File: src/rtl/pic_pkg.sv
`timescale 1ns/1ps
package pic_pkg;
    localparam int NLINES = 8;
    localparam int LW     = $clog2(NLINES);
    localparam int DW     = 8;

    typedef enum logic [2:0] {
        CFG_OFF,
        CFG_BASE,
        CFG_CASC,
        CFG_MODE,
        CFG_RUN
    } cfg_state_e;

    typedef enum logic {
        SEL_REQ,
        SEL_SVC
    } rd_sel_e;

    typedef struct packed {
        logic          hit;
        logic [LW-1:0] idx;
    } pick_t;

    // Rank 0 is the highest priority; the line just above 'lowest' gets rank 0.
    function automatic logic [LW-1:0] rank_of(logic [LW-1:0] idx, logic [LW-1:0] lowest);
        return idx - lowest - LW'(1);
    endfunction

    // First set bit scanning from the highest-ranked line downwards.
    function automatic pick_t pick_first(logic [NLINES-1:0] v, logic [LW-1:0] lowest);
        pick_t         r;
        logic [LW-1:0] i;
        r = '0;
        for (int k = 0; k < NLINES; k++) begin
            i = lowest + LW'(k) + LW'(1);
            if (!r.hit && v[i]) begin
                r.hit = 1'b1;
                r.idx = i;
            end
        end
        return r;
    endfunction
endpackage

File: src/rtl/pic_cfg.sv
`timescale 1ns/1ps
module pic_cfg
    import pic_pkg::*;
(
    input  logic              clk,
    input  logic              rst,
    input  logic              wr_en,
    input  logic              addr,
    input  logic [DW-1:0]     wr_data,
    output logic              run,
    output logic [DW-1:0]     base,
    output logic              aeoi,
    output logic [NLINES-1:0] imr,
    output logic [LW-1:0]     lowest,
    output rd_sel_e           rd_sel,
    output logic              clr_all,
    output logic              eoi_cmd
);
    cfg_state_e st;
    logic       want_mode;

    logic init_wr, cmd_wr, data_wr;
    assign init_wr = wr_en && !addr && wr_data[4];
    assign cmd_wr  = wr_en && !addr && !wr_data[4] && (st == CFG_RUN);
    assign data_wr = wr_en && addr;

    assign clr_all = init_wr;
    assign eoi_cmd = cmd_wr && !wr_data[3] && (wr_data[7:5] == 3'b001);
    assign run     = (st == CFG_RUN);

    always_ff @(posedge clk) begin
        if (rst) begin
            st        <= CFG_OFF;
            want_mode <= 1'b0;
            base      <= '0;
            aeoi      <= 1'b0;
            imr       <= '1;
            lowest    <= LW'(NLINES - 1);
            rd_sel    <= SEL_REQ;
        end else if (init_wr) begin
            st        <= CFG_BASE;
            want_mode <= wr_data[0];
            aeoi      <= 1'b0;
            imr       <= '1;
            lowest    <= LW'(NLINES - 1);
            rd_sel    <= SEL_REQ;
        end else if (data_wr) begin
            case (st)
                CFG_BASE: begin
                    base <= wr_data;
                    st   <= CFG_CASC;
                end
                CFG_CASC: st <= want_mode ? CFG_MODE : CFG_RUN;
                CFG_MODE: begin
                    aeoi <= wr_data[1];
                    st   <= CFG_RUN;
                end
                CFG_RUN:  imr <= wr_data;
                default:  ;
            endcase
        end else if (cmd_wr) begin
            if (wr_data[3]) begin
                if (wr_data[1])
                    rd_sel <= wr_data[0] ? SEL_SVC : SEL_REQ;
            end else if (wr_data[7:5] == 3'b110) begin
                lowest <= wr_data[LW-1:0];
            end
        end
    end

    p_restart_state_r1: assert property (@(posedge clk) disable iff (rst)
        init_wr |=> (imr == '1 && !run && rd_sel == SEL_REQ));

    p_mask_load_r2: assert property (@(posedge clk) disable iff (rst)
        (data_wr && run) |=> (imr == $past(wr_data)));

    p_rotate_r10: assert property (@(posedge clk) disable iff (rst)
        (cmd_wr && wr_data[7:5] == 3'b110 && !wr_data[3]) |=> (lowest == $past(wr_data[LW-1:0])));
endmodule

File: src/rtl/pic_req.sv
`timescale 1ns/1ps
module pic_req
    import pic_pkg::*;
(
    input  logic              clk,
    input  logic              rst,
    input  logic [NLINES-1:0] lines,
    input  logic              clr_all,
    input  logic [NLINES-1:0] take,
    output logic [NLINES-1:0] irr
);
    logic [NLINES-1:0] prev;
    logic [NLINES-1:0] rise;
    assign rise = lines & ~prev;

    always_ff @(posedge clk) begin
        if (rst) begin
            prev <= '0;
            irr  <= '0;
        end else begin
            prev <= lines;
            if (clr_all) irr <= '0;
            else         irr <= (irr & ~take) | rise;
        end
    end

    p_edge_capture_r3: assert property (@(posedge clk) disable iff (rst)
        (rise != '0 && !clr_all) |=> ((irr & $past(rise)) == $past(rise)));

    p_restart_clear_r1: assert property (@(posedge clk) disable iff (rst)
        clr_all |=> (irr == '0));
endmodule

File: src/rtl/pic_svc.sv
`timescale 1ns/1ps
module pic_svc
    import pic_pkg::*;
(
    input  logic              clk,
    input  logic              rst,
    input  logic [NLINES-1:0] irr,
    input  logic [NLINES-1:0] imr,
    input  logic [LW-1:0]     lowest,
    input  logic              aeoi,
    input  logic              run,
    input  logic [DW-1:0]     base,
    input  logic              ack,
    input  logic              eoi,
    input  logic              clr_all,
    output logic [NLINES-1:0] isr,
    output logic              irq,
    output logic [NLINES-1:0] take,
    output logic              vec_valid,
    output logic [DW-1:0]     vec
);
    pick_t             req_pick, svc_pick;
    logic              grant;
    logic [NLINES-1:0] isr_nxt;

    assign req_pick = pick_first(irr & ~imr, lowest);
    assign svc_pick = pick_first(isr, lowest);

    assign irq = run && req_pick.hit &&
                 (!svc_pick.hit || (rank_of(req_pick.idx, lowest) < rank_of(svc_pick.idx, lowest)));
    assign grant = ack && irq;
    assign take  = grant ? (NLINES'(1) << req_pick.idx) : '0;

    always_comb begin
        isr_nxt = isr;
        if (eoi && svc_pick.hit) isr_nxt[svc_pick.idx] = 1'b0;
        if (grant && !aeoi)      isr_nxt = isr_nxt | take;
    end

    always_ff @(posedge clk) begin
        if (rst) begin
            isr       <= '0;
            vec_valid <= 1'b0;
            vec       <= '0;
        end else begin
            vec_valid <= grant;
            if (grant) vec <= base + DW'(req_pick.idx);
            if (clr_all) isr <= '0;
            else         isr <= isr_nxt;
        end
    end

    p_mask_blocks_r4: assert property (@(posedge clk) disable iff (rst)
        irq |-> ((irr & ~imr) != '0));

    p_vec_after_ack_r6: assert property (@(posedge clk) disable iff (rst)
        vec_valid |-> $past(ack));

    p_isr_push_r6: assert property (@(posedge clk) disable iff (rst)
        (grant && !aeoi && !eoi && !clr_all) |=> ($countones(isr) == $countones($past(isr)) + 1));

    p_aeoi_keep_r7: assert property (@(posedge clk) disable iff (rst)
        (grant && aeoi && !eoi && !clr_all) |=> (isr == $past(isr)));

    p_eoi_pop_r8: assert property (@(posedge clk) disable iff (rst)
        (eoi && isr != '0 && !ack && !clr_all) |=> ($countones(isr) == $countones($past(isr)) - 1));
endmodule

File: src/rtl/prio_irq_ctrl.sv
`timescale 1ns/1ps
module prio_irq_ctrl
    import pic_pkg::*;
(
    input  logic              clk,
    input  logic              rst,
    input  logic [NLINES-1:0] irq_in,
    input  logic              bus_wr,
    input  logic              bus_addr,
    input  logic [DW-1:0]     bus_wdata,
    output logic [DW-1:0]     bus_rdata,
    output logic              irq_out,
    input  logic              int_ack,
    output logic              vec_valid,
    output logic [DW-1:0]     vec_out
);
    logic              run, aeoi, clr_all, eoi_cmd;
    logic [DW-1:0]     base;
    logic [NLINES-1:0] imr, irr, isr, take;
    logic [LW-1:0]     lowest;
    rd_sel_e           rd_sel;

    pic_cfg u_cfg (
        .clk(clk), .rst(rst), .wr_en(bus_wr), .addr(bus_addr), .wr_data(bus_wdata),
        .run(run), .base(base), .aeoi(aeoi), .imr(imr), .lowest(lowest),
        .rd_sel(rd_sel), .clr_all(clr_all), .eoi_cmd(eoi_cmd)
    );

    pic_req u_req (
        .clk(clk), .rst(rst), .lines(irq_in), .clr_all(clr_all), .take(take), .irr(irr)
    );

    pic_svc u_svc (
        .clk(clk), .rst(rst), .irr(irr), .imr(imr), .lowest(lowest), .aeoi(aeoi),
        .run(run), .base(base), .ack(int_ack), .eoi(eoi_cmd), .clr_all(clr_all),
        .isr(isr), .irq(irq_out), .take(take), .vec_valid(vec_valid), .vec(vec_out)
    );

    always_comb begin
        if (bus_addr)               bus_rdata = imr;
        else if (rd_sel == SEL_SVC) bus_rdata = isr;
        else                        bus_rdata = irr;
    end

    p_reset_quiet_r12: assert property (@(posedge clk)
        $past(rst) |-> (!irq_out && bus_rdata == (bus_addr ? 8'hFF : 8'h00)));
endmodule

File: config.mk
export PLATFORM = sky130hd
export DESIGN_NAME = prio_irq_ctrl
export DESIGN_NICKNAME = d
export VERILOG_FILES = /design/src/rtl/pic_pkg.sv /design/src/rtl/pic_cfg.sv /design/src/rtl/pic_req.sv /design/src/rtl/pic_svc.sv /design/src/rtl/prio_irq_ctrl.sv
export SDC_FILE = /design/constraint.sdc
export NUM_CORES = 1
export LEC_CHECK = 0
export BUFFER_PORTS_ARGS = -buffer_cell sky130_fd_sc_hd__buf_2
export CAP_MARGIN = 25
export CORE_UTILIZATION = 55
export DETAILED_ROUTE_END_ITERATION = 10
export PLACE_DENSITY = 0.77
export SETUP_SLACK_MARGIN = 0.4
export SYNTH_ARGS = -nofsm -noshare
export SYNTH_HDL_FRONTEND = slang
export SYNTH_SLANG_ARGS = --single-unit
File: constraint.sdc
create_clock -name clk -period 5.26 [get_ports clk]
set_input_delay 0.526 -clock clk [delete_from_list [all_inputs] [get_ports clk]]
set_output_delay 0.526 -clock clk [all_outputs]
set_load 0.005 [all_outputs]
* Word-level counts from Yosys, hierarchy flattened
Cells that the tools add are included.
** Storage, ports and cells
- Input bits :: 21
- Output and inout port bits :: 18
- Register bits after elaboration :: 58
- Logic and storage cells :: 181
** Operators by class
- Shift-type cells :: 1
- Multiplexer cells :: 60
- Reduce and logical (&&, ||, !) cells :: 58
- Magnitude comparators :: 11
- Equality and inequality tests :: 6
- Bitwise gates (word level) :: 13
- $add $sub $neg :: 19
** Operators by type and width (number)
- 4-bit 2-to-1 mux :: 16
- 1-bit binary-select mux with 3-bit select :: 16
- 8-bit 2-to-1 mux :: 5
- 3-bit by 4-bit < comparator with 1-bit output (second input constant) :: 9
- 8-bit AND :: 4
- 8-bit inverter :: 4
- 1-bit logical AND :: 27
- 3-bit by 1-bit adder with 3-bit output (second input constant) :: 8
- 1-bit 2-to-1 mux :: 20
- 1-bit logical NOT :: 19
- 8-bit OR :: 2
- 3-bit adder (second input constant) :: 4
- 3-bit case mux with 3 select lines :: 1
- 8-bit by 3-bit adder with 8-bit output :: 1
- 2-bit AND reduction :: 4
- 4-bit AND reduction :: 2
- 1-bit by 3-bit << shifter with 8-bit output (first input constant) :: 1
- 3-bit by 2-bit adder with 3-bit output (second input constant) :: 2
- 3-bit by 1-bit == test with 1-bit output (second input constant) :: 2
- 3-bit by 2-bit == test with 1-bit output (second input constant) :: 2
- 3-bit == test (second input constant) :: 2
- 3-bit by 1-bit subtractor with 3-bit output (second input constant) :: 2
- 3-bit subtractor :: 2
- 4-bit nonzero test :: 1
- other kinds (10) :: 12

* Longest topological paths before layout
Gate-level depths: netlist (run 1).
- Depth after elaboration :: 36
- Gate-level depth with buffers :: 24
- Depth with buffers taken out :: 21

* By module
Synthesis (run 1) repeated with hierarchy kept, for this count alone.
** Unflattened totals
- Cell total of the unflattened synthesis :: 545
- Area total of the unflattened synthesis :: 5018.6 um2
** Modules (own cells, without submodules)
- pic_svc :: area each 3180.6 um2, cells an instance 345, sequential area each 340.3 um2, times used 1
- pic_cfg :: area each 1097.3 um2, cells an instance 124, sequential area each 500.5 um2, times used 1
- pic_req :: area each 568.0 um2, cells an instance 50, sequential area each 320.3 um2, times used 1
- prio_irq_ctrl :: area each 172.7 um2, cells an instance 26, sequential area each 0.0 um2, times used 1

* Least setup slack after synthesis (run 1)
OpenSTA, ideal clock, no wires.
- Path type :: register -> register
- Start point :: reg u_cfg.lowest[1]
- End point :: reg u_req.irr[2]
- Buffers on the path :: 5
- Cell stages (with the launch flop) :: 25
- Required time :: 5.138 ns
- Path slack :: -0.269 ns
- Data arrival time :: 5.407 ns
- Setup time :: 0.122 ns
- Clock period less this slack :: 5.529 ns
- Cell sequence :: dfxtp_1 clkbuf_1 inv_1 ha_1 clkbuf_2 buf_4 inv_1 clkbuf_1 mux4_2 nor4_4 nand2_1 a211o_1 and2_1 clkbuf_1 inv_2 ha_1 fa_1 ha_1 a21oi_1 nor2b_1 o32ai_1 o311a_1 and2b_1 nand2_1 o311a_1
** On the way
- Word-level cells in the longest chain between the ends :: 35
- Elaborated cells between the ends (all ways) :: 105
- Those cells by class :: 18 x add/sub; 1 x order compare; 1 x shift; 49 x mux; 3 x bitwise; 33 x reduce/logical
** RTL lines
- start, declared :: line pic_cfg.sv:14 : output logic [LW-1:0] lowest,
- start signal, assigned :: line pic_cfg.sv:38 : lowest <= LW'(NLINES - 1);
- start signal, assigned :: line pic_cfg.sv:45 : lowest <= LW'(NLINES - 1);
- start signal, assigned :: line pic_cfg.sv:66 : lowest <= wr_data[LW-1:0];
- parallel branches: the longest is 31 deep, another holds 3-bit by 1-bit adder with 3-bit output
- 8-bit 2-to-1 mux * :: line pic_svc.sv:32 : assign take = grant ? (NLINES'(1) << req_pick.idx) : '0;
- 8-bit inverter * :: line pic_req.sv:23 : else irr <= (irr & ~take) | rise;
- 8-bit AND * :: line pic_req.sv:23
- 8-bit OR * :: line pic_req.sv:23
- end signal, assigned :: line pic_req.sv:23
- end, declared :: line pic_req.sv:10 : output logic [NLINES-1:0] irr
Every way passes the cells marked *. The select of a mux whose other input is x is not followed.
A chain may end at the register's enable or synchronous reset.

* Worst setup path after layout (run 1)
- Start point :: reg u_cfg.lowest[0]
- End point :: out irq_out
** On the way
- Word-level cells in the longest chain between the ends :: 30
- Elaborated cells between the ends (all ways) :: 99
- Those cells by class :: 18 x add/sub; 1 x order compare; 48 x mux; 32 x reduce/logical
** RTL lines
- parallel branches: the longest is 29 deep, another holds 3-bit by 1-bit adder with 3-bit output
- 1-bit logical AND * :: line pic_svc.sv:29 : assign irq = run && req_pick.hit &&
- end, declared :: line prio_irq_ctrl.sv:12 : output logic irq_out,
Marks and branches as above.

==> metrics.yaml, run 1 <==
holdCritStartpoint: "irq_in[3]"
synthesis.instances: 518
synth_warnings: 0
rsz0062_at_grt: "true"
final_cell_mix: "61 x nand2_1, 55 x dfxtp_1, 46 x mux2i_1, 41 x nor2_1, 40 x buf_4"
critPathMaxFanout: 13
crit_path_start_kind: "register"
hold_path_class: "input pin to register"
syn-cell-area_mm2: 0.004557
path_clk_slew_ps: 70
crit_type: "register to primary output"
use_met2_pct: 57.60
ys_types: 73
grt_max_degree: 30
grt_pass1_vias: 4479
grt_overflow: 0
clock_sinks: 58
worstPathRequired_ps: 4730
finalCritPeriodShare_pct: 97.39
setup_viol: 0
area_growth_pct: 30.12
cts_buffer_depth: 2
relSlewSlack_pct: 37.84
wl_per_cell_um: 21.72
dp_hpwl_mm: 10.40
dr.pass1.iters: 7
initial_core_util_pct: 57.77
std_cell_rows: 32
status: "finished, final reports clean"
rrSetupSlack_ps: 280
pre_cts_slack_ps: 15.15
worst_hold_slack_ps: 416.6
worstMarginPinSlew_ps: 928.9
drive_gt1_share_pct: 36.68
drtIter0Drc: 605
io_buffer_count: 38
end_kind: "primary output"
final_nets: 627
antenna_found_initial: 0
r2r-start: "u_cfg.lowest[0]"
final-hold-violation-count: 0
fin_skew_ps: 13.48
grt_pass1_wl_mm: 23.40
p_leak_nw: 2.494
layout_commonest_cell: "nand2_1"
gp_congestion: 1.049
htree_levels: 3
grt_most_used_layer: "met2"
synth-edff-count: 0
track_usage_pct: 35.08
fp.dieH_um: 93.03
via_per_inst: 6.813
root_buffer: "clkbuf_8"
cts_made_buffers: 9
max_freq_mhz: 195.2
num_antenna_cells: 0
core_mm2: 0.007888
powerDensity_mw_per_mm2: 154.5
ys.flop_type: "dfxtp_1"
synth.avg_cell_area_um2: 8.797
syn-num-nets: 552
met1_usage_pct: 44.48
sequentialPowerShare_pct: 50.0
pwr-share-clk_pct: 42.9
synth-seq-cells: 58
die_w_um: 93.03
wirelength_mm: 15.19
drc_errors: 0
vias: 4762
fin_crit_ps: 5123
synthArstFlopShare_pct: 0
ir_drop_v: 0.0002155
p_switching_uw: 224.2
die_area_mm2: 0.008654
comb_power_share_pct: 7.2
startpoint: "u_cfg.lowest[0]"
cp.arrival_ps: 4600
grt_util_met3_pct: 5.691
swShare_pct: 24.48
cts_tree: "done"
ys_seq_area_share_pct: 25.48
intPower_uw: 691.7
final_antenna_net_count: 0
drv_cap: 0
ioPinCount: 39
final_max_slew_viol_count: 0
insertion_delay_ps: 340
worst_slack_ps: 137.5
==> synth_stat cells (all sizes together), types with 5 or more instances <==
master | number | area share, %
dfxtp | 58 | 25
nor3 | 8 | 0.99
mux2i | 51 | 11
a21oi | 27 | 3.0
nand2b | 7 | 0.96
xnor2 | 5 | 1.1
clkbuf | 18 | 1.5
nand2 | 69 | 5.8
xor2 | 7 | 1.3
nor2b | 27 | 3.7
o2bb2ai | 6 | 1.2
nor2 | 43 | 3.5
o31ai | 5 | 0.82
o22ai | 6 | 0.82
mux2 | 8 | 2.1
a221oi | 5 | 0.96
ha | 10 | 2.7
o21ai | 18 | 2.0
mux4 | 22 | 11
buf | 8 | 1.2
inv | 15 | 1.2
nand3 | 20 | 2.3
==> final timing paths <==
check / endpoint / cells after the start
max: irq_out / 20
min: u_req.prev[3] / 2
max reg2reg: u_req.irr[2] / 23
min reg2reg: u_svc.vec[0] / 2
==> state kept, by name (all words and copies together) (netlist names) <==
register	cells
u_req.irr	8
u_cfg.imr	8
u_cfg.rd_sel	1
u_cfg.lowest	3
u_cfg.want_mode	1
u_cfg.base	8
u_cfg.aeoi	1
u_svc.isr	8
u_cfg.st	3
u_req.prev	8
u_svc.vec_valid	1
u_svc.vec	8
==> power groups by stage <==
stage	registers [mW]	clock network [mW]	logic, mW
CTS	0.456	0.397	0.0595
floorplan	0.462	0	0.0348
global route	0.458	0.415	0.0719
global placement	0.466	0	0.0566
finish	0.458	0.393	0.0657
detailed placement	0.466	0	0.0582
==> metal layers <==
metal | vias to the layer above | wire (um)
li1 | 2079 | -
met1 | 2264 | 5904
met2 | 342 | 7188
met3 | 77 | 1323
met4 | 0 | 769
met5 | - | 0
==> worst max-delay path, cell delays in order, from the launching register on <==
cell and delay [ps]:
dfxtp_4 400, inv_4 60, ha_4 280, buf_6 140, buf_8 150, and4b_1 220, nor4_4 280, mux2i_4 150
buf_6 160, o21a_1 190, a211o_1 270, and2_4 180, inv_6 100, ha_4 140, fa_1 460, ha_4 270
a21oi_2 140, nor2b_1 70, o32ai_2 270, o31a_1 220, buf_2 120
==> area by class of cell <==
type,instances,area [um2]
tap,102,127.6
clock inverter,5,55.05
inverter,16,72.57
sequential,58,1170
multi-input combinational,418,3712
fill,509,1958
clock buffer,10,127.6
timing repair buffer,90,664.4
==> timing repair <==
action | 4_1_cts | 5_1_grt
resized for setup | 57 | 52
cloned | 0 | 1
endpoints found under the setup margin | 26 | 26
setup buffers | 30 | 4
pin swaps | 19 | 24
hold buffers | 0 | 0
==> per-stage QoR <==
| stage | power (mW) | cell area, um2 | TNS, ps | util, % | std cells |
|---|---|---|---|---|---|
| after CTS | 0.9128 | 5632 | 0 | 71.40 | 694 |
| after global placement | 0.5226 | 4966 | 0 | 62.96 | 649 |
| final | 0.9159 | 5929 | 0 | 75.17 | 699 |
| after global routing | 0.9447 | 5929 | -25.38 | 75.17 | 699 |
| after floorplan | 0.4972 | 4687 | 0 | - | 518 |
| after detailed placement | 0.5245 | 4966 | 0 | 62.96 | 649 |
==> kinds of logic (layout without fill, tap and decap cells) <==
family | after synthesis | after routing | share of synthesized area, %
compound gates | 105 | 105 | 16.12
buf+inv | 42 | 121 | 4.009
flops | 58 | 58 | 25.48
fa+ha+maj | 13 | 13 | 4.064
mux | 81 | 81 | 24.13
xor+xnor | 13 | 13 | 2.993
simple gates | 206 | 206 | 23.20
(Power assumes the default switching activity.)
==> run 2, diff against run 1 <==
- CORE_MARGIN: default -> 2
- PLACE_DENSITY: 0.77 -> default
- PLACE_DENSITY_LB_ADDON: default -> 0.15
==> run 2 against run 1 <==
  * Clock skew fell by 5.6 ps
  * Combinational power barely moved
  * Setup slack improved by 63 ps
  * Sequential power barely moved
  * Largest power group is now the clock network
==> metrics.yaml, run 2 (same netlist as run 1, synthesis figures left out) <==
status: "finished, final reports clean"
met1_usage_pct: 39.90  # -4.6 points
ioPinCount: 39  # unchanged
final_antenna_net_count: 0  # unchanged
drive_gt1_share_pct: 35.28  # -1.4 points
final_nets: 647  # +3.2%
critPathMaxFanout: 7  # -6
cts_hold_buf: 0  # unchanged
die_area_mm2: 0.009030  # +4.3%
finalCritPeriodShare_pct: 96.20  # -1.2 points
final_max_slew_viol_count: 0  # unchanged
via_per_inst: 6.302  # -7.5%
gp_congestion: 0.9817  # -6.4%
crit_type: "register to primary output"
root_buffer: "clkbuf_8"
path_cells: "ha_2 -> xnor2_4 -> mux4_2 -> mux2_4 -> nor4_4 -> nand2_1 -> buf_4 -> buf_4 -> buf_4 -> buf_4 -> buf_4 -> buf_4 -> buf_4 -> buf_4 -> buf_4 -> buf_4 -> buf_6 -> buf_6 -> buf_6 -> buf_6 -> buf_6 -> o31a_1 -> buf_2"
slowest_delay_ps: 390  # -70 ps
final_area_mm2: 0.005882  # -0.80%
powerDensity_mw_per_mm2: 175.7  # +14%
cp.arrival_ps: 4530  # -70 ps
initial_core_util_pct: 56.02  # -1.8 points
wirelength_mm: 14.32  # -5.7%
dr.pass1.iters: 5  # -2
drv_cap: 0  # unchanged
nFillCells: 607  # +19%
use_met2_pct: 57.74  # +0.14 points
end_kind: "primary output"
layout_commonest_cell: "nand2_1"
std_cell_rows: 33  # +3.1%
path_clk_slew_ps: 70  # about the same
cts_tree: "done"
fin_crit_ps: 5060  # -62.56 ps
max_freq_mhz: 197.6  # +1.2%
slowest_stage: "dfxtp_4"
place_area_mm2: 0.005025  # +1.2%
core_mm2: 0.008134  # +3.1%
drtIter0Drc: 388  # -36%
cts_buffer_depth: 2  # unchanged
multiInputGateArea_mm2: 0.003471  # -6.5%
grt_max_degree: 30  # unchanged
cpMostUsedCell: "buf_4"
vias: 4556  # -4.3%
crit_buf_inv: 16  # +10
crit_family: "buffers and inverters"
clock_sinks: 58  # unchanged
dp_hpwl_mm: 10.27  # -1.3%
fin_skew_ps: 7.849  # -5.635 ps
worstPathRequired_ps: 4730  # about the same
num_antenna_cells: 0  # unchanged
worstMarginPinSlew_ps: 952.7  # +23.72 ps
p_leak_nw: 2.521  # +1.1%
wl_per_cell_um: 19.81  # -8.8%
grt_pass1_vias: 4292  # -4.2%
tns_ps: 0  # unchanged
final-hold-violation-count: 0  # unchanged
hold_path_class: "input pin to register"
ir_drop_v: 0.0002626  # +22%
crit_path_start_kind: "register"
die_w_um: 95.03  # +2.1%
io_buffer_count: 38  # unchanged
setup_viol: 0  # unchanged
register_area_mm2: 0.001170  # unchanged
relSlewSlack_pct: 36.20  # -1.6 points
cts_made_buffers: 9  # unchanged
track_usage_pct: 32.36  # -2.7 points
htree_levels: 3  # unchanged
area_growth_pct: 29.08
final_cell_mix: "65 x nand2_1, 63 x buf_4, 55 x dfxtp_1, 48 x mux2i_1, 41 x nor2_1"
rsz0062_at_grt: "true"
insertion_delay_ps: 330  # about the same
grt_util_met3_pct: 4.348  # -1.3 points
grt_most_used_layer: "met2"
drc_errors: 0  # unchanged
grt_pass1_wl_mm: 22.21  # -5.1%
grt_overflow: 0  # unchanged
antenna_found_initial: 0  # unchanged
fp.dieH_um: 95.03  # +2.1%
==> run 2: changes by cell type in the layout (fill, tap and decap cells not counted), moves of 3 or more <==
cell,before,now
nand2_4,4,1
o31ai_4,3,0
a21oi_1,18,24
buf_4,40,63
a21oi_2,9,3
nand2_1,61,65
==> run 2: stage by stage <==
stage	worst slack, ps	std cells	hold WS (ps)	power [mW]	utilization (%)
2_1_floorplan	423.8	518	448.2	0.4972	-
5_1_grt	18.18	723	421.6	1.066	72.31
6_report	200.0	723	411.5	1.033	72.31
3_3_place_gp	298.5	659	438.7	0.5275	61.78
4_1_cts	261.7	716	398.6	1.040	70.64
3_5_place_dp	152.1	659	447.4	0.5287	61.78
==> run 2: what timing repair did <==
item,CTS,global route
gates resized for setup,39,19
pin swaps,14,13
setup buffers,41,7
endpoints found under the setup margin,24,26
==> run 2: path summary, 6_finish.rpt <==
check,from,end,slack [ps],depth (start not counted)
worst max-delay path,u_cfg.lowest[0],irq_out,200,23
worst max register to register,u_cfg.lowest[0],u_req.irr[7],440,25
worst min register to register,u_svc.vec[0],u_svc.vec[0],450,2
worst min-delay path,irq_in[1],u_req.prev[1],410,2
==> run 2: final cells by class <==
| cell class | instances | area share [%] |
|---|---|---|
| Clock inverter | 5 | 1.702 |
| Inverter | 16 | 1.298 |
| Timing Repair Buffer | 110 | 13.30 |
| Multi-Input combinational cell | 418 | 59.01 |
| Sequential cell | 58 | 19.89 |
| Clock buffer | 11 | 2.574 |
| Tap cell | 105 | 2.234 |
==> run 2: power by group <==
group | leakage (nW) | internal, mW | total [mW] | switching (mW)
clock | 0.129 | 0.339 | 0.512 | 0.173
sequential | 0.471 | 0.448 | 0.455 | 0.00761
combinational | 1.92 | 0.0291 | 0.0659 | 0.0367
total | 2.52 | 0.816 | 1.03 | 0.217
==> run 2: layer usage <==
metal | wire [um] | share of wire (%) | vias up
met2 | 7365 | 51 | 206
li1 | - | - | 2111
met1 | 5647 | 39 | 2209
met5 | 0 | 0 | -
met4 | 368 | 2.6 | 0
met3 | 943 | 6.6 | 30
